--- src/rtl/segdec_pkg.sv ---
package segdec_pkg;
  typedef enum logic [2:0] {
    SEG_LOW_USER  = 3'd0,
    SEG_KDIR_A    = 3'd1,
    SEG_KDIR_B    = 3'd2,
    SEG_SUP_MAP   = 3'd3,
    SEG_KERN_MAP  = 3'd4
  } seg_e;

  typedef enum logic [1:0] {
    PRV_KERNEL = 2'b00,
    PRV_SUPER  = 2'b01,
    PRV_USER   = 2'b10,
    PRV_ALIAS  = 2'b11
  } prv_e;

  typedef struct packed {
    logic allowed;
    logic mapped;
  } gate_t;
endpackage

--- src/rtl/seg_region_sel.sv ---
module seg_region_sel #(
  parameter int ADDR_W = 32
) (
  input  logic [ADDR_W-1:0] vaddr,
  output segdec_pkg::seg_e  seg
);
  import segdec_pkg::*;
  localparam int TOP = ADDR_W - 1;

  always_comb begin
    if (!vaddr[TOP]) begin
      seg = SEG_LOW_USER;
    end else begin
      case (vaddr[TOP-1 -: 2])
        2'b00:   seg = SEG_KDIR_A;
        2'b01:   seg = SEG_KDIR_B;
        2'b10:   seg = SEG_SUP_MAP;
        default: seg = SEG_KERN_MAP;
      endcase
    end
  end

  // the upper half never decodes to the low user segment
  always_comb begin
    p_upper_half_r10: assert (!(vaddr[TOP] && seg == SEG_LOW_USER))
      else $error("upper address decoded as low segment");
  end
endmodule

--- src/rtl/seg_priv_gate.sv ---
module seg_priv_gate (
  input  segdec_pkg::seg_e  seg,
  input  logic [1:0]        priv_mode,
  input  logic              err_level,
  output segdec_pkg::gate_t gate
);
  import segdec_pkg::*;

  logic is_kern;
  logic is_sup;

  // both codes with the high bit set fall to user rights
  assign is_kern = (priv_mode == PRV_KERNEL);
  assign is_sup  = (priv_mode == PRV_SUPER);

  always_comb begin
    gate = '0;
    case (seg)
      SEG_LOW_USER: begin
        gate.allowed = 1'b1;
        gate.mapped  = !err_level;
      end
      SEG_KDIR_A, SEG_KDIR_B: begin
        gate.allowed = is_kern;
        gate.mapped  = 1'b0;
      end
      SEG_SUP_MAP: begin
        gate.allowed = is_kern || is_sup;
        gate.mapped  = 1'b1;
      end
      default: begin
        gate.allowed = is_kern;
        gate.mapped  = 1'b1;
      end
    endcase
  end

  // supervisor and user never reach the kernel mapped segment
  always_comb begin
    p_kmap_kernel_only_r7: assert (!(seg == SEG_KERN_MAP && gate.allowed && !is_kern))
      else $error("kernel mapped segment opened outside kernel");
  end
endmodule

--- src/rtl/seg_bypass_addr.sv ---
module seg_bypass_addr #(
  parameter int ADDR_W = 32
) (
  input  segdec_pkg::seg_e  seg,
  input  logic [ADDR_W-1:0] vaddr,
  input  logic              err_level,
  output logic [ADDR_W-1:0] baddr,
  output logic              bvalid
);
  import segdec_pkg::*;
  localparam int TOP   = ADDR_W - 1;
  localparam int KEEPA = ADDR_W - 1;
  localparam int KEEPB = ADDR_W - 3;

  always_comb begin
    baddr  = '0;
    bvalid = 1'b0;
    case (seg)
      SEG_LOW_USER: begin
        bvalid = err_level;
        baddr  = err_level ? vaddr : '0;
      end
      SEG_KDIR_A: begin
        bvalid = 1'b1;
        baddr  = {{(ADDR_W-KEEPA){1'b0}}, vaddr[KEEPA-1:0]};
      end
      SEG_KDIR_B: begin
        bvalid = 1'b1;
        baddr  = {{(ADDR_W-KEEPB){1'b0}}, vaddr[KEEPB-1:0]};
      end
      default: begin
        bvalid = 1'b0;
        baddr  = '0;
      end
    endcase
  end

  // a direct window result always lands in the low half
  always_comb begin
    p_window_low_r3: assert (!((seg == SEG_KDIR_A || seg == SEG_KDIR_B) && baddr[TOP]))
      else $error("direct window result above low half");
  end
endmodule

--- src/rtl/seg_addr_decoder.sv ---
module seg_addr_decoder #(
  parameter int ADDR_W = 32
) (
  input  logic [ADDR_W-1:0] vaddr,
  input  logic [1:0]        priv_mode,
  input  logic              err_level,
  input  logic              is_store,
  output logic [2:0]        seg_id,
  output logic [ADDR_W-1:0] phys_addr,
  output logic              need_xlat,
  output logic              addr_err,
  output logic              err_store
);
  import segdec_pkg::*;

  seg_e              seg;
  gate_t             gate;
  logic [ADDR_W-1:0] baddr;
  logic              bvalid;

  seg_region_sel #(.ADDR_W(ADDR_W)) u_region (
    .vaddr (vaddr),
    .seg   (seg)
  );

  seg_priv_gate u_gate (
    .seg       (seg),
    .priv_mode (priv_mode),
    .err_level (err_level),
    .gate      (gate)
  );

  seg_bypass_addr #(.ADDR_W(ADDR_W)) u_bypass (
    .seg       (seg),
    .vaddr     (vaddr),
    .err_level (err_level),
    .baddr     (baddr),
    .bvalid    (bvalid)
  );

  assign seg_id    = seg;
  assign need_xlat = gate.allowed && gate.mapped;
  assign addr_err  = !gate.allowed;
  assign err_store = !gate.allowed && is_store;
  assign phys_addr = (gate.allowed && bvalid) ? baddr : '0;

  // translation request and address error are exclusive
  // a store error flag never appears without an error
  // a refused direct window gives no address
  always_comb begin
    p_xlat_err_excl_r10: assert (!(need_xlat && addr_err))
      else $error("translation and error together");
    p_store_needs_err_r8: assert (!(err_store && !addr_err))
      else $error("store error without error");
    p_err_no_addr_r5: assert (!(addr_err && phys_addr != '0))
      else $error("address produced on error");
  end
endmodule

--- config.mk ---
export PLATFORM = sky130hd
export DESIGN_NAME = seg_addr_decoder
export DESIGN_NICKNAME = d
export VERILOG_FILES = /design/src/rtl/segdec_pkg.sv /design/src/rtl/seg_region_sel.sv /design/src/rtl/seg_priv_gate.sv /design/src/rtl/seg_bypass_addr.sv /design/src/rtl/seg_addr_decoder.sv
export SDC_FILE = /design/constraint.sdc
export NUM_CORES = 1
export LEC_CHECK = 0
export ABC_AREA = 1
export BUFFER_PORTS_ARGS = -buffer_cell sky130_fd_sc_hd__buf_2
export CORE_MARGIN = 3
export CORE_UTILIZATION = 31
export DETAILED_ROUTE_END_ITERATION = 10
export PLACE_DENSITY = 0.79
export SYNTH_ARGS = -nofsm -noshare
export SYNTH_HDL_FRONTEND = slang
export SYNTH_SLANG_ARGS = --single-unit
--- constraint.sdc ---
create_clock -name vclk -period 1.45
set_input_delay 0.145 -clock vclk [all_inputs]
set_output_delay 0.145 -clock vclk [all_outputs]
set_load 0.01 [all_outputs]
== Word-level counts from Yosys, hierarchy flattened ==
Index checks and enable logic that the tools add are counted.

* Output and inout port bits: 38
* Word-level logic and storage cells: 23
* Bits of input ports: 36
* Flip-flop bits (word level): 0

* Equal/unequal tests: 6
* Mux-type cells: 7
* Reductions and logical operators: 10

{| class="wikitable"
|+ Operators by type and width
! kind !! number
|-
| $pmux W32 S3 || 1
|-
| $mux W32 || 2
|-
| $pmux W3 S3 || 1
|-
| $eq A3 B2 Y1 const B || 2
|-
| $pmux W2 S3 || 1
|-
| $eq A2 B1 Y1 const B || 2
|-
| $logic_not A2 Y1 || 2
|-
| $eq A3 B1 Y1 const B || 1
|-
| $logic_and A1 B1 Y1 || 3
|-
| $logic_not A3 Y1 || 1
|-
| $mux W3 || 1
|-
| $eq A2 B2 Y1 const B || 1
|-
| $logic_not A1 Y1 || 2
|-
| $pmux W1 S2 || 1
|-
| $reduce_or A2 Y1 || 1
|-
| $logic_or A1 B1 Y1 || 1
|}

== Depth between registers and ports, before layout ==
Gate-level depths: netlist of run 1.

* Depth in word-level cells: 8
* Depth in mapped cells: 12
* Gate-level depth less buffers: 11

== Modules after synthesis ==
Synthesis of run 1 repeated with hierarchy kept, for this count alone.

* Cell total of the unflattened synthesis: 317
* Area, all modules: 1595.3 µm²

{| class="wikitable"
|+ Modules (own cells, without submodules)
! module !! cells an instance !! seq. area each (µm²) !! times used !! area each (µm²)
|-
| seg_bypass_addr || 219 || 0.0 || 1 || 1164.9
|-
| seg_addr_decoder || 73 || 0.0 || 1 || 304.0
|-
| seg_region_sel || 13 || 0.0 || 1 || 75.1
|-
| seg_priv_gate || 12 || 0.0 || 1 || 51.3
|}

== Least setup slack after synthesis of run 1 ==
OpenSTA, ideal clock, no wires.

* Kind: input-to-output
* Start: in vaddr[29]
* End: out phys_addr[21]
* Cell stages on the path: 10
* Data arrival time: 1367 ps
* Buffers on the path: 1
* Data required time: 1305 ps
* Slack: -62 ps
* Path through: inv_1 > ha_1 > o21ai_1 > nand2_1 > nand2_1 > inv_1 > nand2_2 > nand2_4 > buf_6 > nor2_1

* Word-level cells in the longest chain between the ends: 8
* Elaborated cells on any way between the ends: 15
* Those cells by class: eq/ne: 5; mux: 6; reduce/logical: 4

{| class="wikitable"
|+ RTL lines
! what !! RTL line !! RTL
|-
| from (decl) || seg_addr_decoder.sv:4 || <nowiki>input logic [ADDR_W-1:0] vaddr,</nowiki>
|-
| $eq A2 B2 Y1, or another cell as far along || seg_region_sel.sv:14 || <nowiki>case (vaddr[TOP-1 -: 2])</nowiki>
|-
| $pmux W3 S3 * || seg_region_sel.sv:14 ||
|-
| $mux W3 * || seg_region_sel.sv:11 || <nowiki>if (!vaddr[TOP]) begin</nowiki>
|-
| $eq A3 B1 Y1 / $eq A3 B2 Y1 (equally long branches) || seg_priv_gate.sv:18, seg_bypass_addr.sv:18 ||
|-
| $reduce_or A2 Y1 (no line) || n/a ||
|-
| $pmux W2 S3 / $pmux W1 S2 (equally long branches) || seg_priv_gate.sv:18, seg_bypass_addr.sv:18 ||
|-
| $logic_and A1 B1 Y1 || seg_addr_decoder.sv:45 || <nowiki>assign phys_addr = (gate.allowed && bvalid) ? baddr : '0;</nowiki>
|-
| $mux W32 * || seg_addr_decoder.sv:45 ||
|-
| to (decl) || seg_addr_decoder.sv:9 || <nowiki>output logic [ADDR_W-1:0] phys_addr,</nowiki>
|}

Every way passes the cells marked *; elsewhere a longest branch is shown, timed or not.

== Worst setup path after layout of run 1 ==
* Start: in vaddr[30]
* End: out phys_addr[24]

The elaborated chain is that of the path after synthesis.

==> results of run 1 <==
[cells by family (layout without fill, tap and decap cells)]
family,count (synthesis),in the layout,share of synthesized area [%]
and+or+nand+nor,83,83,65.2
buffers and inverters,21,107,22.3
AOI/OAI and AO/OA,5,5,5.41
adders and majority gates,3,3,6.49
other,1,1,0.649
[per-stage QoR]
| step | TNS, ns | area (µm²) | hold WS (ns) | utilization (%) | power (mW) |
|---|---|---|---|---|---|
| finish | -10.71 | 1500 | 0.585 | 91.9 | 0.707 |
| global route | -12.59 | 1500 | 0.611 | 91.9 | 0.742 |
| CTS | -5.73 | 1180 | 0.589 | 72.4 | 0.504 |
| detailed placement | -8.80 | 987 | 0.588 | 60.6 | 0.390 |
| floorplan | -0.207 | 587 | 0.377 | - | 0.254 |
| global placement | -6.71 | 987 | 0.580 | 60.6 | 0.380 |
[layout by cell type (no fill, tap or decap), drive strengths merged]
master	Yosys	layout
o211ai	1	1
a21oi	1	1
o21ai	3	3
ha	3	3
buf	8	91
inv	13	13
nand3	4	4
bufbuf	0	1
nand2	43	43
clkbuf	0	2
conb	1	1
nor2	36	36
[path summary, 6_finish.rpt]
kind	endpoint	cells after the start
setup / recovery	phys_addr[24]	13
hold / removal	err_store	4
[where the power goes]
group / switching, mW / internal (mW)
combinational: 0.365 / 0.341
clock: 0 / 0
sequential: 0 / 0
total: 0.365 / 0.341
[layout make-up]
cell class / count / area [µm²] / area share (%)
inverter: 13 / 56.3 / 3.76
multi-input combinational: 92 / 656 / 43.8
tap: 24 / 30.0 / 2.01
timing repair buffer: 94 / 754 / 50.4
[per-layer routing]
metal,vias to the layer above,wire length (µm)
met5,-,0
met4,0,200
met3,20,359
met2,80,1950
met1,506,1370
li1,505,-
[what timing repair did]
item                                   4_1_cts  5_1_grt
endpoints found under the hold margin        0        0
gates cloned                                 3        3
pin swaps                                    1       11
buffers inserted                             5        2
setup endpoints to repair                   34       34
gates resized for setup                     28       56
[worst min-delay path, cell delays in order]
cell    delay [ns]
buf_2         0.10
inv_1         0.04
nor2_1        0.03
buf_2         0.12
==> flow_summary.toml, run 1 <==
[status]
status = "finished with violations"
violations = "setup timing"

[worst_setup_path]
end_kind = "primary output"
slowest_delay_ns = 0.29
crit_required_ns = 1.31
worst-path-buf-inv = 5
crit_family = "simple AND/OR/NAND/NOR gates"
crit_slowest_cell = "ha_4"
start_kind = "input port"
path_cells = "buf_8, inv_4, ha_4, nand2_4, nor2_4, nand3_2, nand2_1, inv_1, nand2_2, nand2_4, buf_6, nor2_1, buf_2"
crit_type = "in2out"
crit_path_max_fanout = 6
cp-startpoint = "vaddr[30]"
cpMostUsedCell = "nand2_4"
crit_arrival_ns = 1.71

[floorplanning]
dieHeight_um = 49.2
die-width_um = 49.2
die_area_um2 = 2420
core_area_um2 = 1630
rows = 14
io_pins = 74
start_util_pct = 35.5

[drt]
drt_first_iter_violations = 28
antenna_left = 0
post_drt_wl_per_cell_um = 17.4
drc = 0
avgViaCountPerCell = 4.98
dr.pass1.iters = 4
routed_wirelength_um = 3870
routed-via-count = 1111

[placed_design]
port_buffers = 73
hpwl_um = 1660
gp_congestion = 0.791
dp_slack_ns = -0.291
placed_cells_incl_taps = 210

[synth]
yosysSeqAreaShare_pct = 0
ys_warn_count = 0
synth_nets = 152
synth_area_um2 = 578
avgSynthCellArea_um2 = 5.12
synth.area.top_cells = "nand2_1 (25%), nor2_1 (15%), nor2_2 (13%)"
synthTopCellsByCount = "nand2_1 (38), nor2_1 (23), inv_1 (12), nor2_2 (12), buf_6 (6)"
synth_top_area_share_pct = 24.7
yosysMostFrequentCell = "nand2_1"
synth_top_cell_by_area = "nand2_1"
yosysUniqueCellTypes = 19
syn_inst = 113

[timing]
period_share_pct = 128
finalSetupViolCount = 34
rsz0062_at_grt = "yes"
max_freq_ghz = 0.539
fin_ws_ns = -0.405
finalHoldViolCount = 0
drv_slew = 0
min_period_ns = 1.85

[grt]
met1_usage_pct = 19.7
grt_first_pass_wirelength_um = 3670
grt-ovfl-total = 0
grt_max_degree = 22
grt_pass1_vias = 798
met3_usage_pct = 6.12
grtUsageMet2_pct = 33.7
antenna_found_initial = 0
grt.busiest_layer = "met2"
grt_usage_pct = 18.0

[run]
max_cap_viol_count = 0

[power_and_ir_drop]
p_leak_nw = 0.798
power_density_nw_per_um2 = 472
ir_drop_v = 0.000317

[cells_and_area]
regArea_um2 = 0
num-nets-final = 240
n_antenna_cell = 0
fillers = 62
areaGrowthSynthToFinish_pct = 159
n_clock_buffer = 0
seq_cell_count = 0
finalNonFillerCells = 223
drive_gt1_share_pct = 77.9

[worst_hold_path]
worstHoldStart = "is_store"
hold_path_class = "in2out"

[clock_tree]
postCtsHoldBufs = 0
No activity file was read; power rests on OpenSTA's default activity.
==> run 2: changes to the inputs <==
--- a/config.mk
+++ b/config.mk
@@ -11,6 +11,7 @@
 export CORE_UTILIZATION = 31
 export DETAILED_ROUTE_END_ITERATION = 10
 export PLACE_DENSITY = 0.79
+export REMOVE_ABC_BUFFERS = 1
 export SYNTH_ARGS = -nofsm -noshare
 export SYNTH_HDL_FRONTEND = slang
 export SYNTH_SLANG_ARGS = --single-unit
==> run 2 against run 1 <==
Against the previous run:
- the run still ends with setup timing left
- combinational power decreased by 12%
- die area unchanged
- largest cell class is now multi-input gates
- first-iteration DRC count decreased by 54%
- critical path depth decreased by 2
- flip-flop and latch count unchanged
==> flow_summary.toml, run 2 (synthesis gave the netlist of run 1 again) <==
[status]
status = "finished with violations"
violations = "setup timing"

[worst_setup_path]
crit_type = "in2out"
crit_required_ns = 1.31
crit_arrival_ns = 1.57
cpMostUsedCell = "nand2_8"
crit_path_max_fanout = 16
path_cells = "buf_8, buf_4, ha_4, nor2_2, nand3_1, nand3_2, nand2_2, nand2_8, nand2_8, nor2_1, buf_2"
slowest_delay_ns = 0.17
end_kind = "primary output"
crit_family = "simple AND/OR/NAND/NOR gates"
worst-path-buf-inv = 3
crit_slowest_cell = "ha_4"
start_kind = "input port"

[cells_and_area]
multi_input_area_um2 = 679
design_area_um2 = 1370
n_antenna_cell = 0
mostFrequentLayoutCell = "buf_2"
seq_cell_count = 0
fillers = 111
n_clock_buffer = 0
drive_gt1_share_pct = 73.1
regArea_um2 = 0
num-nets-final = 238
layout_common_cells = "buf_2 (69), nor2_1 (20), nand2_1 (19), nor2_2 (14), nand2_2 (11)"
areaGrowthSynthToFinish_pct = 137

[timing]
fin_ws_ns = -0.265
hold_slack_ns = 0.580
period_share_pct = 118
max_freq_ghz = 0.583
drv_slew = 0
finalSetupViolCount = 34
rsz0062_at_grt = "yes"
min_period_ns = 1.71
finalHoldViolCount = 0

[worst_hold_path]
hold_path_class = "in2out"

[drt]
avgViaCountPerCell = 4.62
drt_first_iter_violations = 13
routed_wirelength_um = 2930
post_drt_wl_per_cell_um = 13.3
routed-via-count = 1020
dr.pass1.iters = 4
drc = 0
antenna_left = 0

[grt]
grt_max_degree = 17
antenna_found_initial = 0
grt_usage_pct = 21.1
grt_first_pass_wirelength_um = 4160
grt_pass1_vias = 917
grt-ovfl-total = 0

[floorplanning]
start_util_pct = 35.5
rows = 14
die-width_um = 49.2
die_area_um2 = 2420
io_pins = 74
core_area_um2 = 1630
dieHeight_um = 49.2

[placed_design]
post_dp_cell_area_um2 = 986
port_buffers = 73
dp_slack_ns = -0.428
hpwl_um = 1610
gp_congestion = 0.775

[power_and_ir_drop]
p_leak_nw = 0.793
ir_drop_v = 0.000279
power_density_nw_per_um2 = 454

[run]
max_cap_viol_count = 0

[clock_tree]
postCtsHoldBufs = 0
==> run 2: metal layers <==
| layer | up-vias | global-route usage, % | part of all wire (%) |
|---|---|---|---|
| met4 | 0 | 4.74 | 1.7 |
| met1 | 461 | 21.7 | 33 |
| li1 | 504 | - | - |
| met2 | 51 | 43.3 | 59 |
| met5 | - | 0 | 0 |
| met3 | 4 | 2.75 | 5.9 |
==> run 2: worst paths after layout <==
kind	startpoint	end	slack, ns	depth (start not counted)
worst min-delay path	is_store	err_store	0.58	4
worst max-delay path	vaddr[30]	phys_addr[27]	-0.26	11
==> run 2: repair_timing <==
action,in CTS,in global routing
setup buffers,9,1
pin swaps,18,13
cloned,3,1
resized for setup,50,28
endpoints found under the setup margin,34,34
hold endpoints to repair,0,0
==> run 2: report_power, final <==
part / internal, mW / switching, mW
Sequential: 0 / 0
Clock: 0 / 0
Combinational: 0.282 / 0.339
==> run 2: through the flow <==
stage,std cells,utilization (%),power (mW),TNS [ns]
after global placement,211,60.5,0.375,-9.39
after CTS,221,77.4,0.552,-5.77
final,221,84.0,0.621,-6.58
after global routing,221,84.0,0.669,-9.40
after floorplan,105,-,0.201,-2.81
after detailed placement,211,60.5,0.387,-13.22
==> run 2: layout make-up <==
| type | count | share of cell area, % |
|---|---|---|
| well taps | 24 | 2.19 |
| multi-input cells | 94 | 49.6 |
| repair buffers | 90 | 43.5 |
| inverters | 13 | 4.66 |
